$ cat src/rtl/sarc_pkg.sv
package sarc_pkg;
  typedef enum logic [1:0] {
    ST_IDLE   = 2'd0,
    ST_SETTLE = 2'd1,
    ST_BITS   = 2'd2,
    ST_LOAD   = 2'd3
  } sarc_state_e;
endpackage

$ cat src/rtl/sarc_rst_sync.sv
module sarc_rst_sync #(
  parameter int STAGES = 2
) (
  input  logic clk,
  input  logic rst_n,
  output logic srst_n
);
  logic [STAGES-1:0] chain_q;

  always_ff @(posedge clk or negedge rst_n) begin
    if (!rst_n) chain_q <= '0;
    else        chain_q <= {chain_q[STAGES-2:0], 1'b1};
  end

  assign srst_n = chain_q[STAGES-1];
endmodule

$ cat src/rtl/sarc_start_detect.sv
module sarc_start_detect (
  input  logic clk,
  input  logic rst_n,
  input  logic cs_n,
  input  logic rd_n,
  input  logic hben,
  output logic start_pulse,
  output logic rd_en
);
  logic req;
  logic req_q;

  // all three strobes low form a request; only its rising edge counts
  assign req   = ~cs_n & ~rd_n & ~hben;
  assign rd_en = ~cs_n & ~rd_n;

  always_ff @(posedge clk or negedge rst_n) begin
    if (!rst_n) req_q <= 1'b0;
    else        req_q <= req;
  end

  assign start_pulse = req & ~req_q;
endmodule

$ cat src/rtl/sarc_seq.sv
module sarc_seq
  import sarc_pkg::*;
#(
  parameter int W          = 12,
  parameter int SETTLE_CYC = 1
) (
  input  logic         clk,
  input  logic         rst_n,
  input  logic         start_pulse,
  input  logic         cmp_hi,
  output logic [W-1:0] trial_code,
  output logic [W-1:0] sar_val,
  output logic         load_en,
  output logic         ready
);
  localparam int MAXC = (W > SETTLE_CYC) ? W : SETTLE_CYC;
  localparam int CW   = $clog2(MAXC + 1);

  sarc_state_e state_q, state_d;
  logic [CW-1:0] cnt_q, cnt_d;
  logic [W-1:0]  sar_q, sar_d;
  logic          ready_q, ready_d;
  logic [W-1:0]  trial_bit;

  assign trial_bit = {{(W-1){1'b0}}, 1'b1} << cnt_q;

  always_comb begin
    state_d = state_q;
    cnt_d   = cnt_q;
    sar_d   = sar_q;
    ready_d = ready_q;
    load_en = 1'b0;
    unique case (state_q)
      ST_IDLE: begin
        if (start_pulse) begin
          state_d = ST_SETTLE;
          cnt_d   = CW'(SETTLE_CYC - 1);
          sar_d   = '0;
          ready_d = 1'b0;
        end
      end
      ST_SETTLE: begin
        if (cnt_q == '0) begin
          state_d = ST_BITS;
          cnt_d   = CW'(W - 1);
        end else begin
          cnt_d = cnt_q - 1'b1;
        end
      end
      ST_BITS: begin
        sar_d[cnt_q] = cmp_hi;
        if (cnt_q == '0) state_d = ST_LOAD;
        else             cnt_d   = cnt_q - 1'b1;
      end
      ST_LOAD: begin
        load_en = 1'b1;
        ready_d = 1'b1;
        state_d = ST_IDLE;
      end
      default: state_d = ST_IDLE;
    endcase
  end

  always_ff @(posedge clk or negedge rst_n) begin
    if (!rst_n) begin
      state_q <= ST_IDLE;
      cnt_q   <= '0;
      sar_q   <= '0;
      ready_q <= 1'b1;
    end else begin
      state_q <= state_d;
      cnt_q   <= cnt_d;
      sar_q   <= sar_d;
      ready_q <= ready_d;
    end
  end

  assign trial_code = (state_q == ST_BITS) ? (sar_q | trial_bit) : sar_q;
  assign sar_val    = sar_q;
  assign ready      = ready_q;
endmodule

$ cat src/rtl/sarc_out_mux.sv
module sarc_out_mux #(
  parameter int W     = 12,
  parameter int LOW_W = 8
) (
  input  logic         clk,
  input  logic         rst_n,
  input  logic         load_en,
  input  logic [W-1:0] sar_val,
  input  logic         rd_en,
  input  logic         hben,
  output logic [W-1:0] data_out,
  output logic         data_oe,
  output logic [W-1:0] result_q
);
  localparam int HI_W = W - LOW_W;

  logic [W-1:0]     latch_q;
  logic [LOW_W-1:0] low_view;

  always_ff @(posedge clk or negedge rst_n) begin
    if (!rst_n)       latch_q <= '0;
    else if (load_en) latch_q <= sar_val;
  end

  // high-byte view: upper bits zero-extended onto the low lines
  assign low_view = hben ? {{(LOW_W-HI_W){1'b0}}, latch_q[W-1:LOW_W]}
                         : latch_q[LOW_W-1:0];

  assign data_out = rd_en ? {latch_q[W-1:LOW_W], low_view} : '0;
  assign data_oe  = rd_en;
  assign result_q = latch_q;
endmodule

$ cat src/rtl/sarc_top.sv
module sarc_top #(
  parameter int W          = 12,
  parameter int LOW_W      = 8,
  parameter int SETTLE_CYC = 1
) (
  input  logic         clk,
  input  logic         rst_n,
  input  logic         cs_n,
  input  logic         rd_n,
  input  logic         hben,
  input  logic         cmp_hi,
  output logic [W-1:0] trial_code,
  output logic         ready,
  output logic [W-1:0] data_out,
  output logic         data_oe
);
  logic         srst_n;
  logic         start_pulse;
  logic         rd_en;
  logic         load_en;
  logic [W-1:0] sar_val;
  logic [W-1:0] result_q;

  sarc_rst_sync #(.STAGES(2)) u_rst (
    .clk(clk), .rst_n(rst_n), .srst_n(srst_n)
  );

  sarc_start_detect u_start (
    .clk(clk), .rst_n(srst_n), .cs_n(cs_n), .rd_n(rd_n), .hben(hben),
    .start_pulse(start_pulse), .rd_en(rd_en)
  );

  sarc_seq #(.W(W), .SETTLE_CYC(SETTLE_CYC)) u_seq (
    .clk(clk), .rst_n(srst_n), .start_pulse(start_pulse), .cmp_hi(cmp_hi),
    .trial_code(trial_code), .sar_val(sar_val), .load_en(load_en),
    .ready(ready)
  );

  sarc_out_mux #(.W(W), .LOW_W(LOW_W)) u_out (
    .clk(clk), .rst_n(srst_n), .load_en(load_en), .sar_val(sar_val),
    .rd_en(rd_en), .hben(hben), .data_out(data_out), .data_oe(data_oe),
    .result_q(result_q)
  );
endmodule

$ cat config.mk
export PLATFORM = sky130hd
export DESIGN_NAME = sarc_top
export DESIGN_NICKNAME = d
export VERILOG_FILES = /design/src/rtl/sarc_pkg.sv /design/src/rtl/sarc_rst_sync.sv /design/src/rtl/sarc_start_detect.sv /design/src/rtl/sarc_seq.sv /design/src/rtl/sarc_out_mux.sv /design/src/rtl/sarc_top.sv
export SDC_FILE = /design/constraint.sdc
export NUM_CORES = 1
export LEC_CHECK = 0
export ABC_AREA = 1
export BUFFER_PORTS_ARGS = -buffer_cell sky130_fd_sc_hd__buf_2
export CORE_ASPECT_RATIO = 1.5
export CORE_MARGIN = 2
export CORE_UTILIZATION = 55
export DETAILED_ROUTE_END_ITERATION = 10
export GPL_TIMING_DRIVEN = 1
export HOLD_SLACK_MARGIN = 0.02
export PLACE_DENSITY = 0.78
export SYNTH_ARGS = -nofsm -noshare
export SYNTH_HDL_FRONTEND = slang
export SYNTH_SLANG_ARGS = --single-unit
$ cat constraint.sdc
create_clock -name clk -period 1.6 [get_ports clk]
set_input_delay 0 -clock clk [delete_from_list [all_inputs] [get_ports clk]]
set_output_delay 0 -clock clk [all_outputs]
set_load 0.05 [all_outputs]
### Word-level counts from Yosys, hierarchy flattened

Index checks and enable logic that the tools add are counted.

* register bits after elaboration: 34
* input port bits: 6
* output and inout bits: 26
* word-level logic and storage cells: 55

* bitwise gates (word level): 8
* shift operators: 1
* reduce and logical (&&, ||, !) cells: 10
* mux-type cells: 19
* order comparisons: 2
* equality and inequality tests: 7
* $add $sub $neg: 1

Operators by type and width (count)
* $mux W12: 3
* $pmux W12 S2: 1
* $bwmux W12: 1
* $mux W4: 3
* $or A12 B12 Y12: 1
* $pmux W4 S3: 1
* $shl A1 B4 Y12 const A: 1
* $mux W8: 1
* $pmux W2 S4: 1
* $mux W2: 3
* $reduce_and A3 Y1: 2
* $lt A4 B5 Y1 const B: 1
* $demux W1 S4: 1
* $eq A2 B2 Y1 const B: 2
* $ge A4 B1 Y1 const B: 1
* $logic_not A4 Y1: 1
* $ne A2 B1 Y1 const B: 2
* $ne A2 B2 Y1 const B: 2
* $not A1 Y1: 4
* $reduce_and A2 Y1: 2
* $reduce_bool A2 Y1: 2
* $sub A4 B1 Y4 const B: 1
* $and A1 B1 Y1: 3
* $mux W1: 3
* 5 further kinds: 5

### Longest topological paths before layout

* depth after elaboration: 6
* mapped depth: 9

### By module

A second synthesis with hierarchy kept.

* cells, all modules: 259
* area, all modules: 1944.4 um^2

By module, submodules not included
* sarc_seq: sequential area each 476.7 um^2, instances 1, area an instance 1253.7 um^2, cells each 177
* sarc_out_mux: sequential area each 300.3 um^2, instances 1, area an instance 585.6 um^2, cells each 73
* sarc_rst_sync: sequential area each 50.0 um^2, instances 1, area an instance 53.8 um^2, cells each 3
* sarc_start_detect: sequential area each 25.0 um^2, instances 1, area an instance 51.3 um^2, cells each 6

### Worst setup path before layout

No wires, ideal clock.

* path type: in2out
* from: input port cs_n
* to: output port data_out[0]
* stages on the path: 5
* required time: 1600 ps
* arrival time: 2021 ps
* slack: -421 ps
* path through: nor2_4 -> inv_1 -> nor2_1 -> nor2_1 -> a21oi_1

* longest elaborated chain between the ends: 3

RTL lines
* start: declaration: line sarc_top.sv:8 `input logic cs_n,`
* $not A1 Y1: line sarc_start_detect.sv:15 `assign rd_en = ~cs_n & ~rd_n;`
* $and A1 B1 Y1: line sarc_start_detect.sv:15
* $mux W12: line sarc_out_mux.sv:29 `assign data_out = rd_en ? {latch_q[W-1:LOW_W], low_view} : '0;`
* end: declaration: line sarc_top.sv:14 `output logic [W-1:0] data_out,`

Every way passes these cells.

### Worst setup path after layout

* from: register u_seq.cnt_q[2]
* to: output port trial_code[2]

* longest elaborated chain between the ends: 3

RTL lines
* start: declaration: line sarc_seq.sv:20 `logic [CW-1:0] cnt_q, cnt_d;`
* start signal: assignment: line sarc_seq.sv:72 `cnt_q <= cnt_d;`
* $shl A1 B4 Y12: line sarc_seq.sv:25 `assign trial_bit = {{(W-1){1'b0}}, 1'b1} << cnt_q;`
* $or A12 B12 Y12: line sarc_seq.sv:78 `assign trial_code = (state_q == ST_BITS) ? (sar_q | trial_bit) : sar_q;`
* $mux W12: line sarc_seq.sv:78
* end: declaration: line sarc_top.sv:12 `output logic [W-1:0] trial_code,`

Every way passes these cells.

==> results.sh <==
export IMPL_final_nets=351
export IMPL_mostFrequentLayoutCells="73 x nand2_1, 39 x inv_1, 33 x nor2_1, 30 x dfrtp_1, 22 x o21ai_0"
export IMPL_post_place_ws_ns=0.05899
export IMPL_h_tree_depth=2
export IMPL_post_route_drc_count=0
export IMPL_startpoint_type="flop"
export IMPL_root_buffer="clkbuf_8"
export IMPL_p_total_mw=4.657
export IMPL_cts_sink_count=34
export IMPL_syn_nets=296
export IMPL_ys_seq_elements=34
export IMPL_skew_ns=0.004775
export IMPL_die_x_um=53.62
export IMPL_drive_above_1_share=0.3304
export IMPL_vias=1951
export IMPL_worst_pin_slew_ns=0.5752
export IMPL_drt_iter0_drc=85
export IMPL_crit_required_ns=1.60
export IMPL_timing_slew_headroom=0.6165
export IMPL_path_clk_slew_ns=0.07
export IMPL_dpl_hpwl_mm=3.396
export IMPL_insertion_delay_ns=0.29
export IMPL_synth_warnings=0
export IMPL_drt_pass1_iter_count=4
export IMPL_synth_area_sq_um=2031
export IMPL_postRouteAntennaNets=0
export IMPL_ios=32
export IMPL_postSynthAreaPerCell_sq_um=7.252
export IMPL_grt_pass1_vias=1791
export IMPL_fp_dieH_um=78.42
export IMPL_leakage_nw=1.366
export IMPL_peakVddDrop_mv=1.724
export IMPL_hold_class="in2reg"
export IMPL_die_area_sq_um=4204
export IMPL_final_area_sq_um=2669
export IMPL_rsz0062_at_grt="true"
export IMPL_grt_max_degree=25
export IMPL_critPathCaptureType="output pin"
export IMPL_drv_slew=0
export IMPL_num_antenna_cells=0
export IMPL_worst_setup_path_type="reg2out"
export IMPL_grt_use_total=0.2542
export IMPL_coreArea_sq_um=3615
export IMPL_fin_crit_sh=0.9876
export IMPL_ys_types=24
export IMPL_start_util=0.5618
export IMPL_final_hold_violation_count=0
export IMPL_port_buffer_count=31
export IMPL_setup_viol=0
export IMPL_critPathMaxFanout=7
export IMPL_grt_antenna_before_repair=0
export IMPL_routed_wl_mm=4.992
export IMPL_rows=27
export IMPL_power_density_nw_per_um2=1745
export IMPL_grt_overflow=0
export IMPL_cp_arrival_ns=1.58
export IMPL_cts_buffer_depth=2
export IMPL_rrSetupSlack_ns=0.04
export IMPL_status="complete, no violations"
export IMPL_synthCells=280
export IMPL_place_area_sq_um=2265
export IMPL_fin_crit_ns=1.580
export IMPL_areaGrowthSynthToFinish_pct=31.42
export IMPL_grt_pass1_wl_mm=7.810
export IMPL_drt_wirelength_per_cell_um=13.17
export IMPL_seq_area_frac_synth=0.4196
export IMPL_viasPerCell=5.148
export IMPL_multiInputGateArea_sq_um=1069
export IMPL_final_common_cell="nand2_1"
export IMPL_gp_congestion=0.8169
export IMPL_post_route_util=0.7383
export IMPL_cts_tree="built"
export IMPL_regArea_sq_um=855.8
export IMPL_timing_final_ws_setup_ns=0.01990
export IMPL_drv_cap=0
export IMPL_fillCellCount=274
export IMPL_max_freq_ghz=0.6329
export IMPL_numCtsBuffers=5
-- final cells by class --
| cell class | instances | area share |
|---|---|---|
| Sequential cell | 34 | 0.3207 |
| Tap cell | 43 | 0.02016 |
| Clock buffer | 7 | 0.03235 |
| Timing Repair inverter | 1 | 0.001875 |
| Clock inverter | 1 | 0.001875 |
| Multi-Input combinational cell | 195 | 0.4004 |
| Timing Repair Buffer | 52 | 0.1571 |
| Inverter | 46 | 0.06564 |
-- synthesized netlist by cell type --
cell type   n  area share
o211ai_1    4       0.015
dfrtp_1    33        0.41
dfstp_2     1       0.013
or2_2       3      0.0092
nand3_1     9       0.022
buf_12      1      0.0099
a21oi_1     8       0.020
inv_1      43       0.079
nor2_4      2       0.011
nor2_1     43       0.079
conb_1      1      0.0018
clkbuf_1    2      0.0037
inv_2       3      0.0055
ha_1       10       0.062
nand3_2     3       0.015
o21ai_2     3       0.013
nand2_4     2       0.011
nand2_2     1      0.0031
or2_1       1      0.0031
o21ai_0    22       0.054
o21ai_1     2      0.0049
nand2_1    80        0.15
buf_2       1      0.0025
buf_4       2      0.0074
-- per-layer routing --
layer / GRT usage / vias to the layer above / routed length, um
met5: 0 / - / 0
met4: 0.1077 / 0 / 167
met3: 0.04753 / 16 / 179
met2: 0.4568 / 50 / 2756
met1: 0.2773 / 921 / 1888
li1: - / 964 / -
-- power breakdown --
group	switching [mW]	internal (mW)	leakage (nW)	total [mW]
clock network	0.313	0.347	0.0482	0.660
logic	1.77	1.06	0.865	2.83
registers	0.135	1.03	0.453	1.17
-- worst paths after layout --
path                                  start  depth (start not counted)           endpoint
max                          u_seq.cnt_q[2]                          6      trial_code[2]
min                                    rd_n                          5        u_seq.ready
max reg2reg                u_seq.state_q[0]                         10   u_seq.sar_val[0]
min reg2reg                u_rst.chain_q[1]                          0   u_seq.sar_val[2]
max in group asynchronous  u_rst.chain_q[1]                          1  u_out.result_q[4]
min in group asynchronous  u_rst.chain_q[1]                          0   u_seq.sar_val[2]
-- repair_timing --
action / in CTS / in global routing
hold buffers: 3 / 0
buffers inserted: 10 / 2
setup endpoints to repair: 12 / 23
pin swaps: 1 / 6
gates resized for setup: 27 / 37
gates cloned: 0 / 2
hold endpoints to repair: 6 / 0
-- flip-flops by register name, indices dropped and copies added (netlist names) --
signal	count
u_seq.sar_val	12
u_seq.cnt_q	4
u_seq.ready	1
u_rst.chain_q	2
u_seq.state_q	2
u_start.req_q	1
u_out.result_q	12
-- through the flow --
| stage | hold WS [ns] | instances | TNS (ns) |
|---|---|---|---|
| after CTS | 0.1313 | 375 | -0.002062 |
| after global placement | -0.2161 | 354 | 0 |
| final | 0.1301 | 379 | 0 |
| after floorplan | -0.2956 | 280 | -0.5809 |
| after global routing | 0.1773 | 379 | -0.1971 |
| after detailed placement | -0.2145 | 354 | 0 |
-- cell families (layout without fill, tap and decap cells) --
family | after synthesis | after routing | synth area share
DFF | 34 | 34 | 0.4196
buffers and inverters | 52 | 107 | 0.1084
and+or+nand+nor | 144 | 145 | 0.3019
adders and majority gates | 10 | 10 | 0.06161
other | 1 | 1 | 0.001847
AOI/OAI and AO/OA | 39 | 39 | 0.1066
-- worst max-delay path, cell delays in order (launching register included) --
cell     delay [ns]
dfrtp_2        0.47
nor2_4         0.21
buf_4          0.14
nand2_2        0.05
nor2_1         0.13
or2_2          0.15
buf_8          0.14
No activity file was read; power rests on OpenSTA's default activity.
